**src/rtl/pmc_pkg.sv**
```systemverilog
package pmc_pkg;
  localparam int SRC_W   = 2;
  localparam int NUM_SRC = 3;
  localparam int CODE_W  = 3;

  typedef enum logic [SRC_W-1:0] {
    SRC_PRI = 2'd0,
    SRC_SEC = 2'd1,
    SRC_INT = 2'd2
  } src_e;

  typedef enum logic [1:0] {
    PM_RUN   = 2'd0,
    PM_IDLE  = 2'd1,
    PM_SLEEP = 2'd2
  } pstate_e;

  function automatic src_e decode_req(input logic [SRC_W-1:0] req);
    src_e s;
    if (req[SRC_W-1])  s = SRC_INT;
    else if (req[0])   s = SRC_SEC;
    else               s = SRC_PRI;
    return s;
  endfunction

  function automatic logic [CODE_W-1:0] encode_mode(input pstate_e st, input src_e src);
    logic [CODE_W-1:0] c;
    case (st)
      PM_RUN:  c = CODE_W'(1) + CODE_W'(src);
      PM_IDLE: c = CODE_W'(4) + CODE_W'(src);
      default: c = '0;
    endcase
    return c;
  endfunction
endpackage

```
**src/rtl/pmc_cfg_reg.sv**
```systemverilog
module pmc_cfg_reg
  import pmc_pkg::*;
(
  input  logic             clk,
  input  logic             rst_n,
  input  logic             we,
  input  logic             idle_in,
  input  logic [SRC_W-1:0] req_in,
  output logic             idle_q,
  output logic [SRC_W-1:0] req_q
);
  logic             idle_d;
  logic [SRC_W-1:0] req_d;

  always_comb begin
    idle_d = idle_q;
    req_d  = req_q;
    if (we) begin
      idle_d = idle_in;
      req_d  = req_in;
    end
  end

  always_ff @(posedge clk or negedge rst_n) begin
    if (!rst_n) begin
      idle_q <= 1'b0;
      req_q  <= '0;
    end else begin
      idle_q <= idle_d;
      req_q  <= req_d;
    end
  end
endmodule

```
**src/rtl/pmc_src_arb.sv**
```systemverilog
module pmc_src_arb
  import pmc_pkg::*;
(
  input  logic               clk,
  input  logic               rst_n,
  input  src_e               req_src,
  input  logic [NUM_SRC-1:0] rdy,
  output src_e               act_src
);
  src_e act_d;
  logic switch_ok;

  always_comb begin
    switch_ok = (req_src != act_src) && rdy[req_src];
    act_d     = switch_ok ? req_src : act_src;
  end

  always_ff @(posedge clk or negedge rst_n) begin
    if (!rst_n) act_src <= SRC_PRI;
    else        act_src <= act_d;
  end
endmodule

```
**src/rtl/pmc_mode_fsm.sv**
```systemverilog
module pmc_mode_fsm
  import pmc_pkg::*;
(
  input  logic    clk,
  input  logic    rst_n,
  input  logic    sleep_cmd,
  input  logic    wake_evt,
  input  logic    idle_bit,
  output pstate_e st_q,
  output logic    cpu_en_q,
  output logic    per_en_q
);
  pstate_e st_d;
  logic    cpu_en_d;
  logic    per_en_d;

  always_comb begin
    st_d = st_q;
    case (st_q)
      PM_RUN:            if (sleep_cmd) st_d = idle_bit ? PM_IDLE : PM_SLEEP;
      PM_IDLE, PM_SLEEP: if (wake_evt)  st_d = PM_RUN;
      default:           st_d = PM_RUN;
    endcase
    cpu_en_d = (st_d == PM_RUN);
    per_en_d = (st_d != PM_SLEEP);
  end

  always_ff @(posedge clk or negedge rst_n) begin
    if (!rst_n) begin
      st_q     <= PM_RUN;
      cpu_en_q <= 1'b1;
      per_en_q <= 1'b1;
    end else begin
      st_q     <= st_d;
      cpu_en_q <= cpu_en_d;
      per_en_q <= per_en_d;
    end
  end
endmodule

```
**src/rtl/pwr_mode_ctrl.sv**
```systemverilog
module pwr_mode_ctrl
  import pmc_pkg::*;
(
  input  logic              clk,
  input  logic              rst_n,
  input  logic              cfg_we,
  input  logic              cfg_idle_en,
  input  logic [SRC_W-1:0]  cfg_src_req,
  input  logic              sleep_cmd,
  input  logic              wake_evt,
  input  logic              pri_rdy,
  input  logic              sec_rdy,
  input  logic              int_rdy,
  output logic [SRC_W-1:0]  clk_src_sel,
  output logic              cpu_clk_en,
  output logic              per_clk_en,
  output logic [CODE_W-1:0] mode_code
);
  logic               idle_q;
  logic [SRC_W-1:0]   req_q;
  logic [NUM_SRC-1:0] rdy_vec;
  src_e               req_src;
  src_e               act_src;
  pstate_e            st_q;

  assign rdy_vec = {int_rdy, sec_rdy, pri_rdy};
  assign req_src = decode_req(req_q);

  pmc_cfg_reg u_cfg (
    .clk     (clk),
    .rst_n   (rst_n),
    .we      (cfg_we),
    .idle_in (cfg_idle_en),
    .req_in  (cfg_src_req),
    .idle_q  (idle_q),
    .req_q   (req_q)
  );

  pmc_src_arb u_arb (
    .clk     (clk),
    .rst_n   (rst_n),
    .req_src (req_src),
    .rdy     (rdy_vec),
    .act_src (act_src)
  );

  pmc_mode_fsm u_fsm (
    .clk       (clk),
    .rst_n     (rst_n),
    .sleep_cmd (sleep_cmd),
    .wake_evt  (wake_evt),
    .idle_bit  (idle_q),
    .st_q      (st_q),
    .cpu_en_q  (cpu_clk_en),
    .per_en_q  (per_clk_en)
  );

  assign clk_src_sel = act_src;
  assign mode_code   = encode_mode(st_q, act_src);
endmodule

```
**config.mk**
```make
export PLATFORM = sky130hd
export DESIGN_NAME = pwr_mode_ctrl
export DESIGN_NICKNAME = d
export VERILOG_FILES = /design/src/rtl/pmc_pkg.sv /design/src/rtl/pmc_cfg_reg.sv /design/src/rtl/pmc_src_arb.sv /design/src/rtl/pmc_mode_fsm.sv /design/src/rtl/pwr_mode_ctrl.sv
export SDC_FILE = /design/constraint.sdc
export NUM_CORES = 1
export LEC_CHECK = 0
export ABC_AREA = 1
export BUFFER_PORTS_ARGS = -buffer_cell sky130_fd_sc_hd__buf_2
export CORE_AREA = 8 8 45 47
export CTS_BUF_LIST = sky130_fd_sc_hd__clkbuf_4
export DETAILED_ROUTE_END_ITERATION = 8
export DIE_AREA = 0 0 53 55
export PLACE_DENSITY = 0.7
export SLEW_MARGIN = 20
export SYNTH_ARGS = -nofsm -noshare
export SYNTH_HDL_FRONTEND = slang
export SYNTH_HIERARCHICAL = 1
export SYNTH_SLANG_ARGS = --single-unit
```
**constraint.sdc**
```tcl
create_clock -name clk -period 2.85 [get_ports clk]
set_clock_uncertainty 0.05 [all_clocks]
set_input_delay 0.57 -clock clk [delete_from_list [all_inputs] [get_ports clk]]
set_output_delay 0.57 -clock clk [all_outputs]
set_load 0.05 [all_outputs]
```
==> summary.md, run 1 <==
| Metric | Value |
|---|---|
| Status | finished, final reports clean |
| Share of cells above drive strength 1 | 0.3956 |
| Final min period | 1.976 ns |
| Endpoint class of the critical path | output pin |
| Total track usage | 0.08600 |
| Syn. warnings | 6 |
| Hold_buf cts | 0 |
| Vias in the first global route | 473 |
| Relative slew slack | 0.7917 |
| Tcrit/Tclk final | 0.6933 |
| Asr flop ratio synth | 1.000 |
| Root buffer cell | clkbuf_4 |
| Worst Tran Pin Value | 0.3113 ns |
| VDD IR max | 0.5147 mV |
| Post-synth cell types | 17 |
| Max-cap violations | 0 |
| Clk network pwr share | 0.128 |
| LEAKAGE | 0.0003861 uW |
| Footprint of the multi-input gates | 282.8 sq um |
| Num rows | 14 |
| Die X | 53 um |
| FF+latch area | 227.7 sq um |
| CTS Buf Count | 3 |
| Internal | 383.0 uW |
| WS Path Type | reg2out |
| Die Span Y | 55 um |
| Worst endpoint required time | 2.23 ns |
| Syn_area_per_cell | 7.883 sq um |
| DP Worst Slack | 1.156 ns |
| Sum Neg Setup Slack | 0 ns |
| Number of fill cells | 152 |
| Comb pwr share | 0.596 |
| CTS resizes | 0 |
| Crit Path Max Fanout | 6 |
| CTS tree | built |
| DP Area | 656.9 sq um |
| Total clock sinks | 9 |
| Final ANT Viol Nets | 0 |
| Vias per cell | 4.523 |
| Initial antenna violation count | 0 |
| DRC Markers | 0 |
| First drt pass iteration count | 3 |
| RSZ-0062 raised after global routing | no |
| Share of power burned in registers | 0.276 |
| Core area | 1384 sq um |
| P&R area growth vs syn | 24.49% |
| GPL Wtd Cong | 0.7884 |
| Antenna Cells | 0 |
| Sequential area share after synthesis | 0.4127 |
| Initial Utilization | 0.3987 |
| Most frequent cells in the layout | nand2_1, buf_2, inv_1 |
| Pin count of the biggest net entering global routing | 10 |
| Power per cell area | 1224 nW/um^2 |
| Total Routed Length | 1092 um |
| DR WL/cell | 10.21 um |
| Worst Setup Start Kind | flip-flop |
| CTS clk-pin slew, worst paths | 0.06 ns |
| Worst Setup Slack, final | 0.8740 ns |
| Seq cells post-synth | 9 |
| Die area | 2915 sq um |
| H-tree levels | 1 |
| CTS max path bufs | 2 |
| Post-Syn Instances | 70 |
| Tightest Hold Check Type | in2async |
| Syn nets | 84 |
| Number of port buffers | 17 |
| Fin nets | 106 |
| Commonest non-fill, non-tap cell in the layout | nand2_1 |
| Initial DRC count | 6 |
| Switching share of power | 0.5443 |
| Post-CTS setup buffers | 0 |
| Clk Latency, worst-skew pair | 0.26 ns |
| NetSw | 457.5 uW |
| Final Hold Vio Count | 0 |
| Crit path DAT | 1.36 ns |
| First-pass GRT wire length | 1794 um |
| Final setup violation count | 0 |
| Post-synth top flop | dfrtp_1 |
| EDFF count, synth | 0 |
| Detailed placement HPWL | 904.3 um |
| I/O Pins | 18 |
| Mapped cell area | 551.8 sq um |
| Fmax | 506.1 MHz |
| Max Slew Vio Count | 0 |
| Via count | 484 |
| Final Instance Area | 686.9 sq um |
| Grt total ovfl | 0 |
[cells in the mapped netlist (2+ instances only)]
library cell,count,area [sq um]
inv_1,9,33.78
ha_1,3,37.54
dfstp_2,2,52.55
nand2_1,23,86.33
xnor2_1,2,17.52
inv_2,2,7.510
nand3_1,7,35.03
dfrtp_1,7,175.2
nand2_2,7,43.79
[sequential cells by signal, indices dropped and copies added (netlist names)]
register and cells:
u_arb/act_src 2, u_cfg/idle_q 1, u_cfg/req_q 2, u_fsm/cpu_en_q 1
u_fsm/per_en_q 1, u_fsm/st_q 2
[cell families after synthesis]
kind of cell,Yosys count,share of synthesized area
flops,9,0.4127
compound gates,5,0.07710
buf+inv,11,0.07483
fa+ha+maj,3,0.06803
simple gates,40,0.3356
xor+xnor,2,0.03175
[path summary, 6_finish.rpt]
check	cells after the start	from	to	slack (ns)
max	4	u_arb/act_src[0]	mode_code[1]	0.87
min	1	rst_n	u_fsm/st_q[0]	0.1
max reg2reg	5	u_fsm/st_q[0]	u_fsm/per_en_q	1.46
min reg2reg	2	u_cfg/req_q[0]	u_cfg/req_q[0]	0.42
max in group asynchronous	1	rst_n	u_fsm/cpu_en_q	2.41
min in group clk	2	u_cfg/req_q[0]	u_cfg/req_q[0]	0.42
[per-stage QoR]
step	hold WS, ns	instances	utilization	total power [uW]
after floorplan	0.2244	70	-	632.0
after global placement	0.3734	103	0.4747	727.1
after detailed placement	0.3809	103	0.4747	739.7
after CTS	0.09257	107	0.4964	852.1
after global routing	0.09769	107	0.4964	903.6
final	0.09612	107	0.4964	840.5
[power by group through the flow]
stage          Sequential, uW  Combinational, uW  Clock (uW)
2_1_floorplan             316                316           0
3_3_place_gp              233                494           0
3_5_place_dp              235                504           0
4_1_cts                   233                506         113
5_1_grt                   240                544         120
6_report                  232                501         108
[critical path, stage by stage, from the launching register on]
cell and delay [ns]:
dfrtp_1 0.44, ha_1 0.30, nand2_1 0.05, nand2_1 0.05
buf_2 0.25
[routing by layer]
metal,up-vias,part of all wire,global-route usage
li1,257,-,-
met1,207,0.41,0.08723
met2,18,0.46,0.1387
met3,2,0.12,0.06417
met4,0,0.0073,0.02155
met5,-,0,0
[cell type report]
| cell class | count | share of cell area |
|---|---|---|
| inverter | 11 | 0.06011 |
| multi-input combinational | 50 | 0.4117 |
| tap | 16 | 0.02914 |
| clock buffer | 4 | 0.04372 |
| timing repair buffer | 17 | 0.1239 |
| sequential | 9 | 0.3315 |
No activity file was read; power rests on OpenSTA's default activity.
==> run 2, diff against run 1 <==
Settings changed: ABC_AREA 1 to 0, PLACE_DENSITY 0.7 to 0.68.
Clock period 2.85 ns to 1.7 ns, I/O delays scaled along.
==> run 2 against run 1 <==
- synthesized cell count fell by 31%
- non-clock buffer count rose by 6
- global-route usage fell by 0.84 points
- sequential power rose by 37%
- count of clock-buffer cells in the layout did not move
- clock power rose by 61%
- combinational power rose by 69%
==> summary.md, run 2 <==
| Metric | Value |
|---|---|
| Status | finished, final reports clean |
| Total clock sinks | 9 (unchanged) |
| Final setup violation count | 0 (unchanged) |
| Post-Syn Instances | 48 (-31%) |
| Fmax | 600.4 MHz |
| Post-synth top flop | dfrtp_1 |
| Mapped cell area | 489.2 sq um (-11%) |
| H-tree levels | 1 (unchanged) |
| Critical R2R Capture | u_fsm/per_en_q |
| Number of fill cells | 143 (-5.9%) |
| Max Slew Vio Count | 0 (unchanged) |
| Final ANT Viol Nets | 0 (unchanged) |
| Initial DRC count | 12 (+6) |
| Detailed placement HPWL | 869.8 um (-3.8%) |
| HP Start | cfg_src_req[0] |
| Crit Path Max Fanout | 2 (-4) |
| Fin nets | 90 (-15%) |
| Crit path DAT | 1.28 ns (-0.08 ns) |
| Commonest non-fill, non-tap cell in the layout | buf_2 |
| CTS max path bufs | 2 (unchanged) |
| Die X | 53 um (unchanged) |
| Power per cell area | 1928 nW/um^2 (+58%) |
| Syn_area_per_cell | 10.19 sq um (+29%) |
| Vias per cell | 4.978 (+10%) |
| Total Routed Length | 1143 um (+4.7%) |
| Endpoint class of the critical path | output pin |
| Relative slew slack | 0.8338 (+0.04210) |
| Largest regs | u_arb/act_src x2, u_cfg/req_q x2, u_fsm/st_q x2 |
| Worst R2R Path Depth | 5 (unchanged) |
| Hold EP | u_cfg/req_q[0] |
| Sum Neg Setup Slack | 0 ns (unchanged) |
| I/O Pins | 18 (unchanged) |
| Worst Setup Slack, final | 0.03440 ns (-0.8396 ns) |
| Core area | 1384 sq um (unchanged) |
| Tightest Hold Check Type | in2reg |
| Vias in the first global route | 412 (-13%) |
| GPL Wtd Cong | 0.7360 (-6.6%) |
| Via count | 453 (-6.4%) |
| First-pass GRT wire length | 1690 um (-5.8%) |
| Placed insts | 83 (-19%) |
| Most frequent cells in the layout | buf_2, dfrtp_1, buf_4 |
| Top cell type's share of synthesized area | 0.3581 (+0.04060) |
| Asr flop ratio synth | 1.000 (unchanged) |
| Count leader, synth | dfrtp_1 |
| First drt pass iteration count | 4 (+1) |
| Grt total ovfl | 0 (unchanged) |
| CTS tree | built |
| Sequential area share after synthesis | 0.4655 (+0.05277) |
| Antenna Cells | 0 (unchanged) |
| Worst Tran Pin Value | 0.2510 ns (-0.06028 ns) |
| DR WL/cell | 12.56 um (+23%) |
| CTS Buf Count | 3 (unchanged) |
| VDD IR max | 0.6786 mV (+32%) |
| Pin count of the biggest net entering global routing | 10 (unchanged) |
| Worst Hold Path Cells | 2 |
| CTS clk-pin slew, worst paths | 0.06 ns (about the same) |
| Cell Count, Final, Fillers Out | 91 (-15%) |
| Num rows | 14 (unchanged) |
| Tcrit/Tclk final | 0.9798 |
| Final min period | 1.666 ns |
| R2r setup slk | 0.26 ns (-1.20 ns) |
| Die area | 2915 sq um (unchanged) |
| Commonest cells in the synthesized netlist | dfrtp_1, nor2_1 |
| Syn. warnings | 6 (unchanged) |
| Max-cap violations | 0 (unchanged) |
| Seq cells post-synth | 9 (unchanged) |
| EDFF count, synth | 0 (unchanged) |
| Final Hold Vio Count | 0 (unchanged) |
| Reg-to-reg critical path startpoint | u_fsm/st_q[0] |
| Worst Setup Start Kind | flip-flop |
| Post-synth cell types | 23 (+6) |
| Syn nets | 62 (-26%) |
| DP Worst Slack | 0.1942 ns (-0.9618 ns) |
| RSZ-0062 raised after global routing | yes |
| Initial Utilization | 0.3535 (-0.04521) |
| Area leader, netlist | dfrtp_1 |
| Ranking of synthesized cells by area | dfrtp_1, dfstp_2, ha_1 |
| Worst endpoint required time | 1.31 ns (-0.92 ns) |
| Total track usage | 0.07756 (-0.008440) |
| WS Path Type | reg2out |
| Root buffer cell | clkbuf_4 |
| LEAKAGE | 0.0003463 uW (-10%) |
| Die Span Y | 55 um (unchanged) |
| P&R area growth vs syn | 42.20% |
| Share of cells above drive strength 1 | 0.4800 (+0.08440) |
| Clk Latency, worst-skew pair | 0.25 ns (about the same) |
| Number of port buffers | 17 (unchanged) |
| Initial antenna violation count | 0 (unchanged) |
| DRC Markers | 0 (unchanged) |
[run 2: cell count changes in the layout (fill, tap and decap cells not counted), sizes merged, moves of 3 or more]
cell,change
nand2,-27
inv,-8
nand3,-7
buf,+5
nor2b,+4
o21ai,+4
mux2,+3
[run 2: area by class of cell]
cell class	count	area, sq um	share of cell area
Timing Repair Buffer	23	141.4	0.2032
Clock buffer	4	30.03	0.04317
Sequential cell	9	227.7	0.3273
Multi-Input combinational cell	36	265.3	0.3813
Inverter	3	11.26	0.01619
Tap cell	16	20.02	0.02878
[run 2: report_power, final]
part           internal [uW]  switching [uW]
Sequential               293            26.0
Clock                    106            68.1
Combinational            292             557
Total                    690             651
[run 2: worst max path at each step]
| stage | start | end | slack (ns) | cells past startpoint |
|---|---|---|---|---|
| CTS | u_fsm/st_q[0] | mode_code[0] | 0.003 | 4 |
| floorplan | u_arb/act_src[0] | mode_code[1] | -0.15 | 3 |
| global route | u_arb/act_src[1] | mode_code[1] | -0.01 | 4 |
| finish | u_arb/act_src[1] | mode_code[1] | 0.03 | 4 |
| global placement | u_arb/act_src[0] | mode_code[1] | 0.22 | 4 |
| detailed placement | u_arb/act_src[0] | mode_code[1] | 0.19 | 4 |
[run 2: cells by family (layout without fill, tap and decap cells)]
family	count (synthesis)	in the layout	share of synthesized area
multiplexers	4	4	0.08951
AO/OA/AOI/OAI	14	14	0.1790
buffers and inverters	3	30	0.02302
flip-flops	9	9	0.4655
AND/OR/NAND/NOR	14	14	0.1483
XOR/XNOR	1	1	0.01791
adder cells (fa/ha/maj)	3	3	0.07673
[run 2: timing repair]
item	in CTS	in global routing
gates resized for setup	2	3
hold buffers	1	0
setup endpoints to repair	3	3
pin swaps	0	1
endpoints found under the hold margin	7	0
buffers inserted	2	1
cloned	0	0
[run 2: per-stage QoR]
step                hold slack (ns)  utilization  area (sq um)  total power [uW]
CTS                          0.2706       0.4937         683.2              1324
global placement             0.1503       0.4494         621.8              1090
global route                 0.2653       0.5027         695.7              1420
floorplan                 -0.005591            -         501.7             920.5
finish                       0.2715       0.5027         695.7              1342
detailed placement           0.1503       0.4494         621.8              1105
[run 2: layer usage]
layer,vias up,GRT usage,share of wire
met5,-,0,0
met4,0,0.03017,0
met3,0,0.02406,0.049
met2,10,0.1426,0.58
met1,223,0.08050,0.37
li1,220,-,-
[run 2: critical path, cell delays in order, from the launching register on]
cell     delay (ns)
dfrtp_1        0.38
ha_1           0.29
mux2i_1        0.16
nor2_2         0.05
buf_6          0.15
==> run 3, diff against run 2 <==
Settings changed: RECOVER_POWER set to 25.
==> run 3 against run 2 <==
- total power about the same
- highest routed layer unchanged
- sequential share of layout area grew 0.059 points
- clock power hardly changed
- critical path depth is the same
- combinational power is essentially flat
- hold slack did not move
- global-route usage did not move
==> summary.md, run 3 (same netlist as run 2, synthesis figures left out) <==
| Metric | Value |
|---|---|
| Cell Count, Final, Fillers Out | 91 (unchanged) |
| Fin nets | 90 (unchanged) |
| Pwr Total | 1341 uW (about the same) |
| WS Path Type | reg2out |
| Worst Tran Pin Value | 0.4830 ns (+0.2320 ns) |
| First drt pass iteration count | 4 (unchanged) |
| Max-cap violations | 0 (unchanged) |
| Tcrit/Tclk final | 0.9798 (about the same) |
| Placed insts | 83 (unchanged) |
| H-tree levels | 1 (unchanged) |
| Via count | 453 (unchanged) |
| Endpoint class of the critical path | output pin |
| Largest regs | u_arb/act_src x2, u_cfg/req_q x2, u_fsm/st_q x2 |
| CTS clk-pin slew, worst paths | 0.06 ns (about the same) |
| I/O Pins | 18 (unchanged) |
| Relative slew slack | 0.6780 (-0.1558) |
| Grt total ovfl | 0 (unchanged) |
| Commonest non-fill, non-tap cell in the layout | buf_2 |
| Die X | 53 um (unchanged) |
| Initial antenna violation count | 0 (unchanged) |
| Status | finished, final reports clean |
| First-pass GRT wire length | 1690 um (unchanged) |
| Worst Setup Slack, final | 0.03440 ns (+0.0000001000 ns) |
| Initial DRC count | 12 (unchanged) |
| Number of port buffers | 17 (unchanged) |
| Worst endpoint required time | 1.31 ns (about the same) |
| CTS tree | built |
| Root buffer cell | clkbuf_4 |
| Crit Path Max Fanout | 2 (unchanged) |
| GPL Wtd Cong | 0.7360 (unchanged) |
| Antenna Cells | 0 (unchanged) |
| LEAKAGE | 0.0003436 uW (-0.79%) |
| Vias in the first global route | 412 (unchanged) |
| Crit path DAT | 1.28 ns (about the same) |
| Clk Latency, worst-skew pair | 0.25 ns (about the same) |
| Power per cell area | 1931 nW/um^2 (+0.15%) |
| Die Span Y | 55 um (unchanged) |
| Die area | 2915 sq um (unchanged) |
| Number of fill cells | 144 (+0.70%) |
| DR WL/cell | 12.54 um (-0.17%) |
| Most frequent cells in the layout | buf_2, dfrtp_1, buf_4 |
| Final Core Density | 0.5018 (-0.0009040) |
| Initial Utilization | 0.3535 (unchanged) |
| Tightest Hold Check Type | in2reg |
| CTS max path bufs | 2 (unchanged) |
| Fmax | 600.4 MHz (unchanged) |
| Vias per cell | 4.978 (unchanged) |
| Detailed placement HPWL | 869.8 um (unchanged) |
| Total track usage | 0.07756 (unchanged) |
| Total clock sinks | 9 (unchanged) |
| Sum Neg Setup Slack | 0 ns (unchanged) |
| CTS Buf Count | 3 (unchanged) |
| Final min period | 1.666 ns (-0.0000001000 ns) |
| Core area | 1384 sq um (unchanged) |
| DP Worst Slack | 0.1942 ns (unchanged) |
| DRC Markers | 0 (unchanged) |
| Final ANT Viol Nets | 0 (unchanged) |
| Final Hold Vio Count | 0 (unchanged) |
| Total Routed Length | 1141 um (-0.17%) |
| Num rows | 14 (unchanged) |
| P&R area growth vs syn | 41.94% |
| Final setup violation count | 0 (unchanged) |
| VDD IR max | 0.6786 mV (about the same) |
| Share of cells above drive strength 1 | 0.4667 (-0.01333) |
| Worst Setup Start Kind | flip-flop |
| RSZ-0062 raised after global routing | yes |
| Pin count of the biggest net entering global routing | 10 (unchanged) |
| Max Slew Vio Count | 0 (unchanged) |
[run 3: changes by cell type in the layout (fill, tap and decap cells not counted)]
| cell | before | now |
|---|---|---|
| buf_2 | 15 | 14 |
| clkbuf_1 | 0 | 1 |
[run 3: routing by layer]
layer,part of all wire,global-route usage,vias up
met1,0.37,0.08050,223
met2,0.58,0.1426,10
met4,0,0.03017,0
met5,0,0,-
li1,-,-,220
met3,0.049,0.02406,0
[run 3: stage by stage]
stage	hold slack, ns	cell area (sq um)
4_1_cts	0.2706	683.2
5_1_grt	0.2653	694.4
6_report	0.2715	694.4
3_5_place_dp	0.1503	621.8
2_1_floorplan	-0.005591	501.7
3_3_place_gp	0.1503	621.8
[run 3: final cells by class]
cell class	count	area [sq um]	area share
Tap cell	16	20.02	0.02883
Multi-Input combinational cell	36	265.3	0.3820
Sequential cell	9	227.7	0.3279
Clock buffer	4	30.03	0.04324
Timing Repair Buffer	23	140.1	0.2018
Inverter	3	11.26	0.01622
[run 3: repair_timing]
action	4_1_cts	5_1_grt
gates cloned	0	0
hold endpoints to repair	7	0
hold buffers	1	0
setup buffers	2	1
gates resized for setup	2	3
setup endpoints to repair	3	3
pin swaps	0	1
[run 3: worst paths after layout]
path | from | to | slack, ns | cells past startpoint
setup / recovery | u_arb/act_src[1] | mode_code[1] | 0.03 | 4
hold / removal | cfg_src_req[0] | u_cfg/req_q[0] | 0.27 | 2
setup reg to reg | u_fsm/st_q[0] | u_fsm/per_en_q | 0.26 | 5
hold reg to reg | u_cfg/req_q[0] | u_cfg/req_q[0] | 0.45 | 1
max in group asynchronous | rst_n | u_fsm/per_en_q | 0.73 | 2
min in group asynchronous | rst_n | u_fsm/st_q[1] | 0.53 | 2
[run 3: worst max-delay path, stage by stage, from the launching register on]
cell     delay [ns]
dfrtp_1        0.38
ha_1           0.29
mux2i_1        0.16
nor2_2         0.05
buf_6          0.15
[run 3: report_power, final]
group          switching [uW]  internal [uW]
Sequential               26.0            293
Combinational             557            292
Clock                    68.1            106
Total                     651            690
